File: config.mk
export PLATFORM = sky130hd
export DESIGN_NAME = can_ctrl_regs
export DESIGN_NICKNAME = d
export VERILOG_FILES = /design/src/rtl/can_ctrl_pkg.sv /design/src/rtl/can_mode_reg.sv /design/src/rtl/can_cmd_strobe.sv /design/src/rtl/can_status_word.sv /design/src/rtl/can_ctrl_regs.sv
export SDC_FILE = /design/constraint.sdc
export NUM_CORES = 1
export LEC_CHECK = 0
export BUFFER_PORTS_ARGS = -buffer_cell sky130_fd_sc_hd__buf_2
export CAP_MARGIN = 20
export CORE_MARGIN = 8
export CORE_UTILIZATION = 31
export DETAILED_ROUTE_END_ITERATION = 10
export PLACE_DENSITY = 0.67
export SETUP_SLACK_MARGIN = 0.02
export SYNTH_ARGS = -nofsm -noshare
export SYNTH_HDL_FRONTEND = slang
export SYNTH_SLANG_ARGS = --single-unit
File: constraint.sdc
create_clock -name clk -period 2.62 [get_ports clk]
set_input_delay 0.393 -clock clk [delete_from_list [all_inputs] [get_ports clk]]
set_output_delay 0.393 -clock clk [all_outputs]
set_load 0.02 [all_outputs]
File: src/rtl/can_ctrl_pkg.sv
package can_ctrl_pkg;
  localparam int MODE_W = 5;
  localparam int CMD_W  = 6;
  localparam int STAT_W = 8;

  // mode word bit positions
  localparam int MB_INIT   = 0;
  localparam int MB_LISTEN = 1;
  localparam int MB_LOOP   = 2;
  localparam int MB_FILT   = 3;
  localparam int MB_SLEEP  = 4;

  // command bit positions
  localparam int CB_CLR_OVR = 3;

  // status bit positions
  localparam int SB_RX_RDY  = 0;
  localparam int SB_OVR     = 1;

  localparam logic [MODE_W-1:0] MODE_RESET = 5'h01;
  localparam logic [STAT_W-1:0] STAT_RESET = 8'h3C;

  typedef enum logic [1:0] {
    SEL_MODE,
    SEL_CMD,
    SEL_STAT,
    SEL_NONE
  } reg_sel_e;
endpackage

File: src/rtl/can_mode_reg.sv
module can_mode_reg
  import can_ctrl_pkg::*;
(
  input  logic              clk,
  input  logic              rst,
  input  logic              wr_mode,
  input  logic [MODE_W-1:0] wdata,
  output logic [MODE_W-1:0] mode_q,
  output logic              init_o,
  output logic              listen_o,
  output logic              loop_o,
  output logic              filt_o,
  output logic              sleep_o
);
  localparam int LOCK_LO = MB_FILT;
  localparam int LOCK_HI = MB_SLEEP;

  logic [MODE_W-1:0] mode_d;

  always_comb begin
    mode_d = mode_q;
    if (wr_mode) begin
      mode_d[LOCK_LO-1:0] = wdata[LOCK_LO-1:0];
      if (mode_q[MB_INIT])
        mode_d[LOCK_HI:LOCK_LO] = wdata[LOCK_HI:LOCK_LO];
    end
  end

  always_ff @(posedge clk) begin
    if (rst) mode_q <= MODE_RESET;
    else     mode_q <= mode_d;
  end

  assign init_o   = mode_q[MB_INIT];
  assign loop_o   = mode_q[MB_LOOP];
  assign listen_o = mode_q[MB_LISTEN] & ~mode_q[MB_LOOP];
  assign filt_o   = mode_q[MB_FILT];
  assign sleep_o  = mode_q[MB_SLEEP];


  mode_lock_chk: assert property (@(posedge clk) disable iff (rst)
    !$past(mode_q[MB_INIT]) |-> mode_q[LOCK_HI:LOCK_LO] == $past(mode_q[LOCK_HI:LOCK_LO]));


  init_leave_chk: assert property (@(posedge clk) disable iff (rst)
    (wr_mode && !wdata[MB_INIT]) |=> !init_o);
endmodule

File: src/rtl/can_cmd_strobe.sv
module can_cmd_strobe
  import can_ctrl_pkg::*;
(
  input  logic             clk,
  input  logic             rst,
  input  logic             wr_cmd,
  input  logic             in_init,
  input  logic [CMD_W-1:0] wdata,
  output logic [CMD_W-1:0] strobe_q
);
  logic accept;
  assign accept = wr_cmd & ~in_init;

  for (genvar i = 0; i < CMD_W; i++) begin : g_bit
    always_ff @(posedge clk) begin
      if (rst) strobe_q[i] <= 1'b0;
      else     strobe_q[i] <= accept & wdata[i];
    end
  end


  cmd_src_chk: assert property (@(posedge clk) disable iff (rst)
    (strobe_q != '0) |-> $past(wr_cmd && !in_init));


  cmd_copy_chk: assert property (@(posedge clk) disable iff (rst)
    $past(wr_cmd && !in_init) |-> strobe_q == $past(wdata));
endmodule

File: src/rtl/can_status_word.sv
module can_status_word
  import can_ctrl_pkg::*;
(
  input  logic              clk,
  input  logic              rst,
  input  logic              rx_ready,
  input  logic              tx_ready,
  input  logic              tx_done,
  input  logic              rx_busy,
  input  logic              tx_busy,
  input  logic              err_warn,
  input  logic              bus_off,
  input  logic              ovr_event,
  input  logic              clr_ovr,
  output logic [STAT_W-1:0] status_q
);
  logic ovr_d;

  always_comb begin
    if (ovr_event)    ovr_d = 1'b1;
    else if (clr_ovr) ovr_d = 1'b0;
    else              ovr_d = status_q[SB_OVR];
  end

  always_ff @(posedge clk) begin
    if (rst) status_q <= STAT_RESET;
    else     status_q <= {bus_off, err_warn, tx_busy, rx_busy,
                          tx_done, tx_ready, ovr_d, rx_ready};
  end


  ovr_clr_chk: assert property (@(posedge clk) disable iff (rst)
    $past(clr_ovr && !ovr_event) |-> !status_q[SB_OVR]);


  ovr_set_chk: assert property (@(posedge clk) disable iff (rst)
    $past(ovr_event) |-> status_q[SB_OVR]);
endmodule

File: src/rtl/can_ctrl_regs.sv
module can_ctrl_regs
  import can_ctrl_pkg::*;
#(
  parameter int AW = 8,
  parameter int DW = 32,
  parameter logic [AW-1:0] MODE_OFS = 8'h00,
  parameter logic [AW-1:0] CMD_OFS  = 8'h04,
  parameter logic [AW-1:0] STAT_OFS = 8'h08
) (
  input  logic          clk,
  input  logic          rst,
  input  logic [AW-1:0] bus_addr,
  input  logic          bus_wr,
  input  logic [DW-1:0] bus_wdata,
  output logic [DW-1:0] bus_rdata,
  output logic          init_mode,
  output logic          listen_mode,
  output logic          loopback_mode,
  output logic          single_filter,
  output logic          sleep_mode,
  output logic [5:0]    cmd_strobe,
  input  logic          rx_ready,
  input  logic          tx_ready,
  input  logic          tx_done,
  input  logic          rx_busy,
  input  logic          tx_busy,
  input  logic          err_warn,
  input  logic          bus_off,
  input  logic          ovr_event
);
  reg_sel_e          sel;
  logic [MODE_W-1:0] mode_q;
  logic [STAT_W-1:0] status_q;
  logic [DW-1:0]     rd_d;

  always_comb begin
    if (bus_addr == MODE_OFS)      sel = SEL_MODE;
    else if (bus_addr == CMD_OFS)  sel = SEL_CMD;
    else if (bus_addr == STAT_OFS) sel = SEL_STAT;
    else                           sel = SEL_NONE;
  end

  can_mode_reg u_mode (
    .clk      (clk),
    .rst      (rst),
    .wr_mode  (bus_wr && sel == SEL_MODE),
    .wdata    (bus_wdata[MODE_W-1:0]),
    .mode_q   (mode_q),
    .init_o   (init_mode),
    .listen_o (listen_mode),
    .loop_o   (loopback_mode),
    .filt_o   (single_filter),
    .sleep_o  (sleep_mode)
  );

  can_cmd_strobe u_cmd (
    .clk      (clk),
    .rst      (rst),
    .wr_cmd   (bus_wr && sel == SEL_CMD),
    .in_init  (mode_q[MB_INIT]),
    .wdata    (bus_wdata[CMD_W-1:0]),
    .strobe_q (cmd_strobe)
  );

  can_status_word u_stat (
    .clk       (clk),
    .rst       (rst),
    .rx_ready  (rx_ready),
    .tx_ready  (tx_ready),
    .tx_done   (tx_done),
    .rx_busy   (rx_busy),
    .tx_busy   (tx_busy),
    .err_warn  (err_warn),
    .bus_off   (bus_off),
    .ovr_event (ovr_event),
    .clr_ovr   (cmd_strobe[CB_CLR_OVR]),
    .status_q  (status_q)
  );

  always_comb begin
    rd_d = '0;
    case (sel)
      SEL_MODE: rd_d[MODE_W-1:0] = mode_q;
      SEL_STAT: rd_d[STAT_W-1:0] = status_q;
      default:  rd_d = '0;
    endcase
  end

  always_ff @(posedge clk) begin
    if (rst) bus_rdata <= '0;
    else     bus_rdata <= rd_d;
  end


  cmd_read_zero_chk: assert property (@(posedge clk) disable iff (rst)
    $past(bus_addr == CMD_OFS) |-> bus_rdata == '0);


  unmapped_zero_chk: assert property (@(posedge clk) disable iff (rst)
    $past(bus_addr != MODE_OFS && bus_addr != CMD_OFS && bus_addr != STAT_OFS)
      |-> bus_rdata == '0);
endmodule

## After elaboration in Yosys (flattened, before gate mapping)

Index checks and enable logic that the tools add are counted.

| word-level totals | value |
|---|---|
| output and inout bits | 43 |
| logic and storage cells | 41 |
| bits in registers | 51 |
| bits of input ports | 51 |

| operators by class | value |
|---|---|
| mux-type cells | 6 |
| reduce and logical (&&, ||, !) cells | 7 |
| bitwise logic cells | 11 |
| equal/unequal tests | 4 |

Operators with widths:

| cell | count |
|---|---|
| $pmux W5 S2 | 1 |
| $and A1 B1 Y1 | 8 |
| $eq A8 B3 Y1 const B | 1 |
| $eq A8 B4 Y1 const B | 1 |
| $logic_not A8 Y1 | 1 |
| $mux W2 | 2 |
| $mux W1 | 3 |
| $not A1 Y1 | 3 |
| $eq A2 B1 Y1 const B | 1 |
| $eq A2 B2 Y1 const B | 1 |
| $logic_and A1 B1 Y1 | 2 |
| $logic_not A2 Y1 | 1 |
| $reduce_and A2 Y1 | 1 |
| $reduce_bool A2 Y1 | 1 |
| $reduce_or A2 Y1 | 1 |

## Depth between registers and ports, before layout

Gate-level depths: netlist (run 1).

| depth | value |
|---|---|
| depth after elaboration | 8 |
| mapped depth | 4 |
| gate-level depth less buffers | 3 |

## Modules after synthesis

A second synthesis (run 1) with hierarchy kept.

| second synthesis, totals | value |
|---|---|
| cells, all modules | 112 |
| area, all modules | 1164.9 um^2 |

Modules (own cells, without submodules):

| module | cells each | area an instance (um^2) | times used | sequential area each (um^2) |
|---|---|---|---|---|
| can_ctrl_regs | 59 | 520.5 | 1 | 160.2 |
| can_mode_reg | 23 | 230.2 | 1 | 100.1 |
| can_status_word | 18 | 219.0 | 1 | 160.2 |
| can_cmd_strobe | 12 | 195.2 | 1 | 120.1 |

## Least setup slack after synthesis (run 1)

No wires, ideal clock.

| timing path | value |
|---|---|
| path type | input to register |
| start point | input bus_addr[3] |
| end point | register u_mode.mode_q[3] |
| arrival time | 1649 ps |
| data required time | 2548 ps |
| cell stages on the path | 4 |
| path slack | 900 ps |
| setup time | 72 ps |
| path buffers | 1 |
| cell sequence | buf_2 -> or4b_4 -> nor4b_2 -> mux2i_1 |

| on the way | value |
|---|---|
| word-level cells in the longest chain between the ends | 7 |
| elaborated cells on any way between the ends | 9 |
| classes of those cells | eq/ne (2); mux (3); reduce/logical (4) |

RTL lines:

| item | line | RTL |
|---|---|---|
| start: declaration | can_ctrl_regs.sv:12 | `input logic [AW-1:0] bus_addr,` |
| $eq A8 B4 Y1 | can_ctrl_regs.sv:39 | `else if (bus_addr == STAT_OFS) sel = SEL_STAT;` |
| $mux W1 | can_ctrl_regs.sv:39 |  |
| $mux W2 | can_ctrl_regs.sv:38 | `else if (bus_addr == CMD_OFS) sel = SEL_CMD;` |
| $mux W2 (*) | can_ctrl_regs.sv:37 | `if (bus_addr == MODE_OFS) sel = SEL_MODE;` |
| $logic_not A2 Y1 (*) | can_ctrl_regs.sv:46 | `.wr_mode (bus_wr && sel == SEL_MODE),` |
| $logic_and A1 B1 Y1 (*) | can_ctrl_regs.sv:46 |  |
| $reduce_and A2 Y1 (no source line) (*) | -- |  |
| end signal: assignment | can_mode_reg.sv:31 | `else mode_q <= mode_d;` |
| end: declaration | can_mode_reg.sv:8 | `output logic [MODE_W-1:0] mode_q,` |

Mark *: on every way between the ends. The rest lies on a longest branch, timed or not.
A chain may end at the register's enable or synchronous reset.

## Worst setup path in the final report (run 1)

| timing path | value |
|---|---|
| start point | input bus_addr[7] |
| end point | register bus_rdata[7] |

| on the way | value |
|---|---|
| word-level cells in the longest chain between the ends | 7 |
| elaborated cells on any way between the ends | 9 |
| classes of those cells | eq/ne (3); mux (3); bitwise (1); reduce/logical (2) |

RTL lines:

| item | line | RTL |
|---|---|---|
| $eq A8 B4 Y1 | can_ctrl_regs.sv:39 |  |
| $mux W1 | can_ctrl_regs.sv:39 |  |
| $mux W2 | can_ctrl_regs.sv:38 |  |
| $mux W2 (*) | can_ctrl_regs.sv:37 |  |
| $eq A2 B2 Y1 (*) | can_ctrl_regs.sv:82 | `case (sel)` |
| $not A1 Y1 (no source line) (*) | -- |  |
| $reduce_or A2 Y1 (no source line) (*) | -- |  |
| end signal: assignment | can_ctrl_regs.sv:91 | `else bus_rdata <= rd_d;` |
| end: declaration | can_ctrl_regs.sv:15 | `output logic [DW-1:0] bus_rdata,` |

Marked as above.

==> impl_metrics.toml, run 1 <==
[status]
status = "complete, no violations"

[logic_synthesis]
avgSynthCellArea_um2 = 9.933
yosys-top-cells-area = "dfxtp_1 48%, buf_4 17%, mux2i_1 8.8%, nand2b_1 5.0%, nor2_1 4.3%"
syn_area_um2 = 1132
netlist_instances = 114
ys_seq_area_share_pct = 47.73
synth_top_cell_area_share_pct = 47.73
yosysWarnings = 0
synth.distinct_cells = 21
yosys.area.top_type = "dfxtp_1"
ys_ff_latch = 27

[worst_setup_path]
rr_worst_depth = 2
regToRegStartpoint = "u_mode.mode_q[0]$_SDFFE_PP1P_"
reg2reg_slack_ns = 1.50
arrival_ns = 1.87
worstSetupStartpointType = "input port"
path_cells = "buf_2 > or4_4 > or4b_1 > nor2_1"
critPathCaptureType = "register"
crit_family = "simple AND/OR/NAND/NOR gates"
crit_buf_inv = 1
r2r-end = "u_mode.mode_q[4]$_SDFFE_PP0P_"
max_stage_delay_ns = 0.65
crit_fanout = 8
cp_data_required_time_ns = 2.87
worst-setup-path-type = "in2reg"
critPathSlowestCell = "or4b_1"

[floorplan]
die_w_um = 76.44
dieHeight_um = 76.44
io_pins = 94
dieArea_um2 = 5842
core_um2 = 3578
initial_utilization_pct = 31.64
row_count = 22

[cells_and_area]
seq_area_um2 = 540.5
drive_above_1_share_pct = 35.26
multiInputGateArea_um2 = 469.2
syn_to_final_growth_pct = 16.80
insertedDiodeCount = 0
finalNonFillerCells = 204
layout_common_cells = "43 x buf_2, 27 x dfxtp_1, 24 x conb_1"
final_common_cell = "buf_2"
n_fill_cell = 401
fin_nets = 208

[power_and_ir_drop]
power_density_nw_per_um2 = 501.8
p_leak_nw = 0.6411
vdd_drop_max_mv = 0.1681

[sta]
hold-worst-slack_ns = 0.2555
setup-tns-final_ns = 0
finalCritPeriodShare_pct = 61.75
setup_viol = 0
drv_slew = 0
hold_viol = 0
fmax_ghz = 0.6181
rsz0062_at_grt = "false"
fin_ws_ns = 1.002
period_minus_slack_ns = 1.618
fin_worst_skew_ns = 0.002972

[grt]
grt_antenna_before_repair = 0
grt_use_total_pct = 7.655
grt_pass1_wl_mm = 3.732
grt-ovfl-total = 0
first_global_vias = 767
grt_max_degree = 21

[clocking]
cts_tree = "yes"
clock_path_buffers = 2
clock-sinks = 27
cts_made_buffers = 3
cts_resized = 0
postCtsHoldBufs = 0
root_buffer = "clkbuf_4"
clock_latency_ns = 0.31
clk_pin_slew_ns = 0.13
htreeDepth = 1
postCtsSetupBuffers = 0

[detailed_routing]
wirelength_mm = 2.304
drt_first_pass_iters = 4
ant_nets = 0
wl_per_cell_um = 11.29
vias = 756
drt_iter0_markers = 50
drc = 0
vias_per_cell = 3.706

[min_path]
hp-class = "in2reg"
hold_depth = 2
worstHoldStart = "rx_busy"
min_to = "u_stat.status_q[4]$_SDFF_PP1_"

[placed_design]
gp_congestion = 0.7113
dp_cells = 200
port_buffers = 43
dp_slack_ns = 0.6605
hpwlAfterDp_mm = 1.936

[job]
maxCapViolations = 0
where the power goes:
group | leakage (nW) | internal (mW) | switching, mW
clock | 0.0150 | 0.0594 | 0.109
combinational | 0.406 | 0.0253 | 0.0504
sequential | 0.220 | 0.418 | 0.00186
total | 0.641 | 0.502 | 0.161
worst max-delay path by stage:
| stage | from | endpoint | slack [ns] | depth (start not counted) |
|---|---|---|---|---|
| 2_1_floorplan | bus_addr[3] | u_mode.mode_q[3]$_SDFFE_PP0P_ | 0.90 | 4 |
| 3_3_place_gp | bus_addr[7] | bus_rdata[4]$_SDFF_PP0_ | 0.69 | 4 |
| 3_5_place_dp | bus_addr[7] | bus_rdata[7]$_SDFF_PP0_ | 0.66 | 4 |
| 4_1_cts | bus_addr[7] | bus_rdata[7]$_SDFF_PP0_ | 1.0 | 4 |
| 5_1_grt | bus_addr[3] | u_mode.mode_q[4]$_SDFFE_PP0P_ | 0.96 | 4 |
| 6_report | bus_addr[7] | bus_rdata[7]$_SDFF_PP0_ | 1.00 | 4 |
state kept, by name (all words and copies together), names as in the netlist:
signal           count
u_mode.mode_q        5
u_stat.status_q      8
u_cmd.strobe_q       6
bus_rdata            8
stage by stage:
step	power, mW	utilization, %	area [um2]
after global placement	0.5024	36.22	1296
after global routing	0.6976	36.96	1323
after CTS	0.6728	36.96	1323
final	0.6636	36.96	1323
after floorplan	0.5088	-	1219
after detailed placement	0.5032	36.22	1296
metal layers:
layer / wire [um] / GRT usage, % / up-vias
li1: - / - / 395
met1: 981 / 8.717 / 326
met2: 1070 / 12.34 / 35
met3: 253 / 4.009 / 0
met4: 0 / 1.731 / 0
met5: 0 / 0 / -
cell usage after synthesis:
cell type,n
nor3_2,1
buf_4,25
or4b_4,1
or2_2,4
or4b_1,1
and2_1,5
mux2i_1,10
conb_1,1
nor4bb_1,1
clkbuf_1,2
nor2_1,13
a21oi_1,1
nand2_1,3
buf_2,2
nor4b_2,1
dfxtp_1,27
inv_1,1
nor2b_1,4
nor4_1,1
or4_4,1
nand2b_1,9
logic make-up (layout without fill, tap and decap cells):
family	Yosys count	count (layout)	synth area share, %
flip-flops	27	27	47.73
AND/OR/NAND/NOR	45	45	24.20
AO/OA/AOI/OAI	1	1	0.4416
other	1	24	0.3312
multiplexers	10	10	8.840
buffers and inverters	30	49	18.45
final cells by class:
| cell class | instances | area share (%) |
|---|---|---|
| Timing Repair Buffer | 44 | 16.84 |
| Multi-Input combinational cell | 80 | 35.48 |
| Sequential cell | 27 | 40.87 |
| Clock buffer | 4 | 1.987 |
| Inverter | 1 | 0.2838 |
| Tap cell | 48 | 4.541 |
No activity file was read; power rests on OpenSTA's default activity.
==> run 2: changes to the inputs <==
- PLACE_DENSITY: 0.67 -> 0.69
- clock period: 2.62 -> 1.4 ns (I/O delays scaled with it)
==> impl_metrics.toml, run 2 (synthesized netlist as in run 1, its figures left out) <==
[grt]
grt_max_degree = 19
grt_pass1_wl_mm = 3.870
grt_antenna_before_repair = 0
first_global_vias = 838
grt-ovfl-total = 0
grt_use_total_pct = 8.035

[power_and_ir_drop]
p_clk_share_pct = 25.8
switching_share_pct = 25.14
power_switching_mw = 0.3158
p_total_mw = 1.256
seqPwrFrac_pct = 62.5
comb_power_share_pct = 11.7
intPower_mw = 0.9406
power_density_nw_per_um2 = 915.3
p_leak_nw = 0.6757
vdd_drop_max_mv = 0.2901

[worst_setup_path]
crit_family = "simple AND/OR/NAND/NOR gates"
critPathSlowestCell = "or4_4"
path_cells = "buf_2 > or4_4 > buf_4 > nor4b_2 > buf_4 > mux2i_1"
critPathCaptureType = "register"
worst-setup-path-type = "in2reg"
crit_start = "bus_addr[7]"
arrival_ns = 1.60
crit_buf_inv = 3
worstSetupStartpointType = "input port"
cp_common_cell = "buf_4"
crit_fanout = 4
cp_data_required_time_ns = 1.66
regToRegStartpoint = "u_mode.mode_q[0]$_SDFFE_PP1P_"
max_stage_delay_ns = 0.55

[sta]
rsz0062_at_grt = "false"
period_minus_slack_ns = 1.338
setup-tns-final_ns = 0
hold_viol = 0
finalCritPeriodShare_pct = 95.56
setup_viol = 0
fin_ws_ns = 0.06210
drv_slew = 0
fmax_ghz = 0.7474
fin_worst_skew_ns = 0.001910

[detailed_routing]
wl_per_cell_um = 11.40
vias_per_cell = 3.800
vias = 798
ant_nets = 0
drc = 0
drt_first_pass_iters = 4
wirelength_mm = 2.395
drt_iter0_markers = 31

[floorplan]
row_count = 22
io_pins = 94
initial_utilization_pct = 31.64
core_um2 = 3578
die_w_um = 76.44
dieHeight_um = 76.44
dieArea_um2 = 5842

[min_path]
hp-class = "in2reg"
worstHoldStart = "tx_ready"

[clocking]
postCtsSetupBuffers = 0
clock_latency_ns = 0.31
clk_pin_slew_ns = 0.14
cts_made_buffers = 3
clock-sinks = 27
cts_tree = "yes"
root_buffer = "clkbuf_4"
clock_path_buffers = 2
htreeDepth = 1

[placed_design]
gp_congestion = 0.6921
dpl-instance-area_um2 = 1341
hpwlAfterDp_mm = 2.017
port_buffers = 43
dp_slack_ns = -0.3624

[cells_and_area]
insertedDiodeCount = 0
final_area_um2 = 1373
final_common_cell = "buf_2"
syn_to_final_growth_pct = 21.22
reg_top3 = "bus_rdata (8), u_stat.status_q (8), u_cmd.strobe_q (6)"
fin_nets = 214
layout_common_cells = "43 x buf_2, 27 x dfxtp_1, 24 x conb_1"
drive_above_1_share_pct = 38.89

[job]
maxCapViolations = 0

[status]
status = "complete, no violations"
==> run 2: cell count changes in the layout (fill, tap and decap cells not counted) <==
cell	change
buf_4	+6
clkbuf_1	-1
clkinv_2	+1
or4b_1	-1
or4b_4	+1
==> run 2: power by group through the flow <==
stage	logic, mW	clock network, mW	registers (mW)
2_1_floorplan	0.150	0	0.802
3_3_place_gp	0.142	0	0.802
3_5_place_dp	0.145	0	0.802
4_1_cts	0.145	0.338	0.786
5_1_grt	0.163	0.378	0.787
6_report	0.147	0.324	0.785
==> run 2: layout make-up <==
cell class / count / area (um2)
Tap cell: 48 / 60.06
Inverter: 1 / 3.754
Multi-Input combinational cell: 80 / 473.0
Sequential cell: 27 / 540.5
Timing Repair Buffer: 50 / 267.8
Clock buffer: 3 / 22.52
Fill cell: 387 / 2206
Clock inverter: 1 / 5.005
==> run 2: repair_timing <==
item,in CTS,in global routing
endpoints found under the setup margin,8,0
endpoints found under the hold margin,0,0
hold buffers,0,0
gates resized for setup,1,0
==> run 2: worst paths after layout <==
path / slack [ns] / end / cells past startpoint
max: 0.06 / u_mode.mode_q[3]$_SDFFE_PP0P_ / 6
min: 0.07 / u_stat.status_q[2]$_SDFF_PP1_ / 2
max reg2reg: 0.26 / u_cmd.strobe_q[3]$_SDFF_PP0_ / 3
min reg2reg: 0.43 / bus_rdata[5]$_SDFF_PP0_ / 2
==> run 2: through the flow <==
stage | cells | util (%) | hold slack (ns)
6_report | 210 | 38.36 | 0.06760
3_3_place_gp | 206 | 37.48 | 0.3934
2_1_floorplan | 137 | - | 0.3138
5_1_grt | 210 | 38.36 | 0.04183
4_1_cts | 210 | 38.36 | 0.05763
3_5_place_dp | 206 | 37.48 | 0.3956
==> run 2: layer usage <==
layer / up-vias / GRT usage (%) / wire (um)
met5: - / 0 / 0
met4: 0 / 4.038 / 32
met3: 2 / 2.594 / 194
met2: 35 / 14.31 / 1214
met1: 353 / 8.208 / 953
li1: 408 / - / -
==> run 3: changes to the inputs <==
- CORE_UTILIZATION: 31 -> 30
- PLACE_DENSITY: 0.69 -> 0.67
==> impl_metrics.toml, run 3 (synthesized netlist as in run 1, its figures left out) <==
[cells_and_area]
final_common_cell = "buf_2"
fin_nets = 214
n_fill_cell = 394
finalNonFillerCells = 210
insertedDiodeCount = 0
drive_above_1_share_pct = 39.51
reg_top3 = "bus_rdata (8), u_stat.status_q (8), u_cmd.strobe_q (6)"
layout_common_cells = "43 x buf_2, 27 x dfxtp_1, 24 x conb_1"
syn_to_final_growth_pct = 24.75

[power_and_ir_drop]
p_clk_share_pct = 31.7
switching_share_pct = 24.44
seqPwrFrac_pct = 57.2
intPower_mw = 1.037
vdd_drop_max_mv = 0.3803
power_density_nw_per_um2 = 971.2
power_switching_mw = 0.3352
p_leak_nw = 0.6882
comb_power_share_pct = 11.1

[worst_setup_path]
regToRegStartpoint = "u_mode.mode_q[0]$_SDFFE_PP1P_"
worst-setup-path-type = "in2reg"
rr_worst_depth = 3
cp_data_required_time_ns = 1.60
path_cells = "buf_2 > or4_4 > or4b_4 > nor2_1"
crit_family = "simple AND/OR/NAND/NOR gates"
worstSetupStartpointType = "input port"
critPathSlowestCell = "or4b_4"
crit_buf_inv = 1
critPathCaptureType = "register"
max_stage_delay_ns = 0.56
r2r-end = "u_mode.mode_q[3]$_SDFFE_PP0P_"
arrival_ns = 1.54
crit_fanout = 8
reg2reg_slack_ns = 0.34

[detailed_routing]
ant_nets = 0
vias = 803
vias_per_cell = 3.824
drc = 0
drt_iter0_markers = 31
drt_first_pass_iters = 4
wl_per_cell_um = 11.60
wirelength_mm = 2.436

[placed_design]
gp_congestion = 0.6783
hpwlAfterDp_mm = 2.135
dp_cells = 206
port_buffers = 43

[grt]
grt_pass1_wl_mm = 3.995
grt-ovfl-total = 0
grt_max_degree = 17
grt_antenna_before_repair = 0
first_global_vias = 850
grt_use_total_pct = 7.942

[sta]
rsz0062_at_grt = "true"
period_minus_slack_ns = 1.338
hold-worst-slack_ns = 0.1218
drv_slew = 0
fin_worst_skew_ns = 0.003952
fmax_ghz = 0.7474
finalCritPeriodShare_pct = 95.57
setup_viol = 0
hold_viol = 0

[clocking]
root_buffer = "clkbuf_8"
clock_latency_ns = 0.27
htreeDepth = 1
clock-sinks = 27
cts_made_buffers = 3
postCtsSetupBuffers = 0
postCtsHoldBufs = 0
clk_pin_slew_ns = 0.09
clock_path_buffers = 2
cts_tree = "yes"

[floorplan]
dieArea_um2 = 5996
core_um2 = 3633
io_pins = 94
row_count = 22
initial_utilization_pct = 31.16
die_w_um = 77.44
dieHeight_um = 77.44

[status]
status = "complete, no violations"

[min_path]
min_to = "u_stat.status_q[4]$_SDFF_PP1_"
hold_depth = 2
hp-class = "in2reg"
worstHoldStart = "rx_busy"

[job]
maxCapViolations = 0
==> run 3: final cells by class <==
type	count	area, um2	area share, %
multi-input combinational	80	488.0	34.54
timing repair buffer	50	271.5	19.22
tap	48	60.06	4.252
clock inverter	1	7.507	0.5314
sequential	27	540.5	38.26
inverter	1	3.754	0.2657
clock buffer	3	41.29	2.923
==> run 3: how the worst max path moves through the flow <==
stage                                          to  slack, ns  depth (start not counted)        start
CTS                 u_mode.mode_q[3]$_SDFFE_PP0P_       0.03                          6  bus_addr[7]
global route        u_mode.mode_q[3]$_SDFFE_PP0P_       0.01                          6  bus_addr[7]
floorplan           u_mode.mode_q[3]$_SDFFE_PP0P_      -0.14                          4  bus_addr[3]
detailed placement        bus_rdata[4]$_SDFF_PP0_      -0.32                          4  bus_addr[7]
finish                    bus_rdata[4]$_SDFF_PP0_       0.06                          4  bus_addr[7]
global placement          bus_rdata[2]$_SDFF_PP0_      -0.28                          4  bus_addr[7]
==> run 3: through the flow <==
step | worst slack (ns) | util, % | power, mW | setup TNS (ns) | area [um2]
2_1_floorplan | -0.1373 | - | 0.9522 | -1.934 | 1219
3_5_place_dp | -0.3244 | 36.91 | 0.9514 | -4.162 | 1341
5_1_grt | 0.01114 | 38.88 | 1.440 | 0 | 1413
3_3_place_gp | -0.2804 | 36.91 | 0.9500 | -3.979 | 1341
6_report | 0.06198 | 38.88 | 1.372 | 0 | 1413
4_1_cts | 0.03064 | 38.71 | 1.378 | 0 | 1406
==> run 3: layer usage <==
metal	GRT usage (%)	share of wire (%)	vias to the layer above	wire [um]
met3	4.263	10	0	253
met5	0	0	-	0
met4	1.132	0	0	0
li1	-	-	410	-
met2	13.48	51	32	1236
met1	8.737	39	361	946
==> run 3: power by group through the flow <==
stage	combinational [mW]	sequential (mW)	clock, mW
after floorplan	0.150	0.802	0
after global placement	0.147	0.803	0
after detailed placement	0.148	0.803	0
after CTS	0.151	0.785	0.442
after global routing	0.169	0.787	0.484
final	0.153	0.785	0.435
==> run 3: timing repair <==
action,CTS,global route
gates resized for setup,3,1
pin swaps,0,1
setup endpoints to repair,10,6
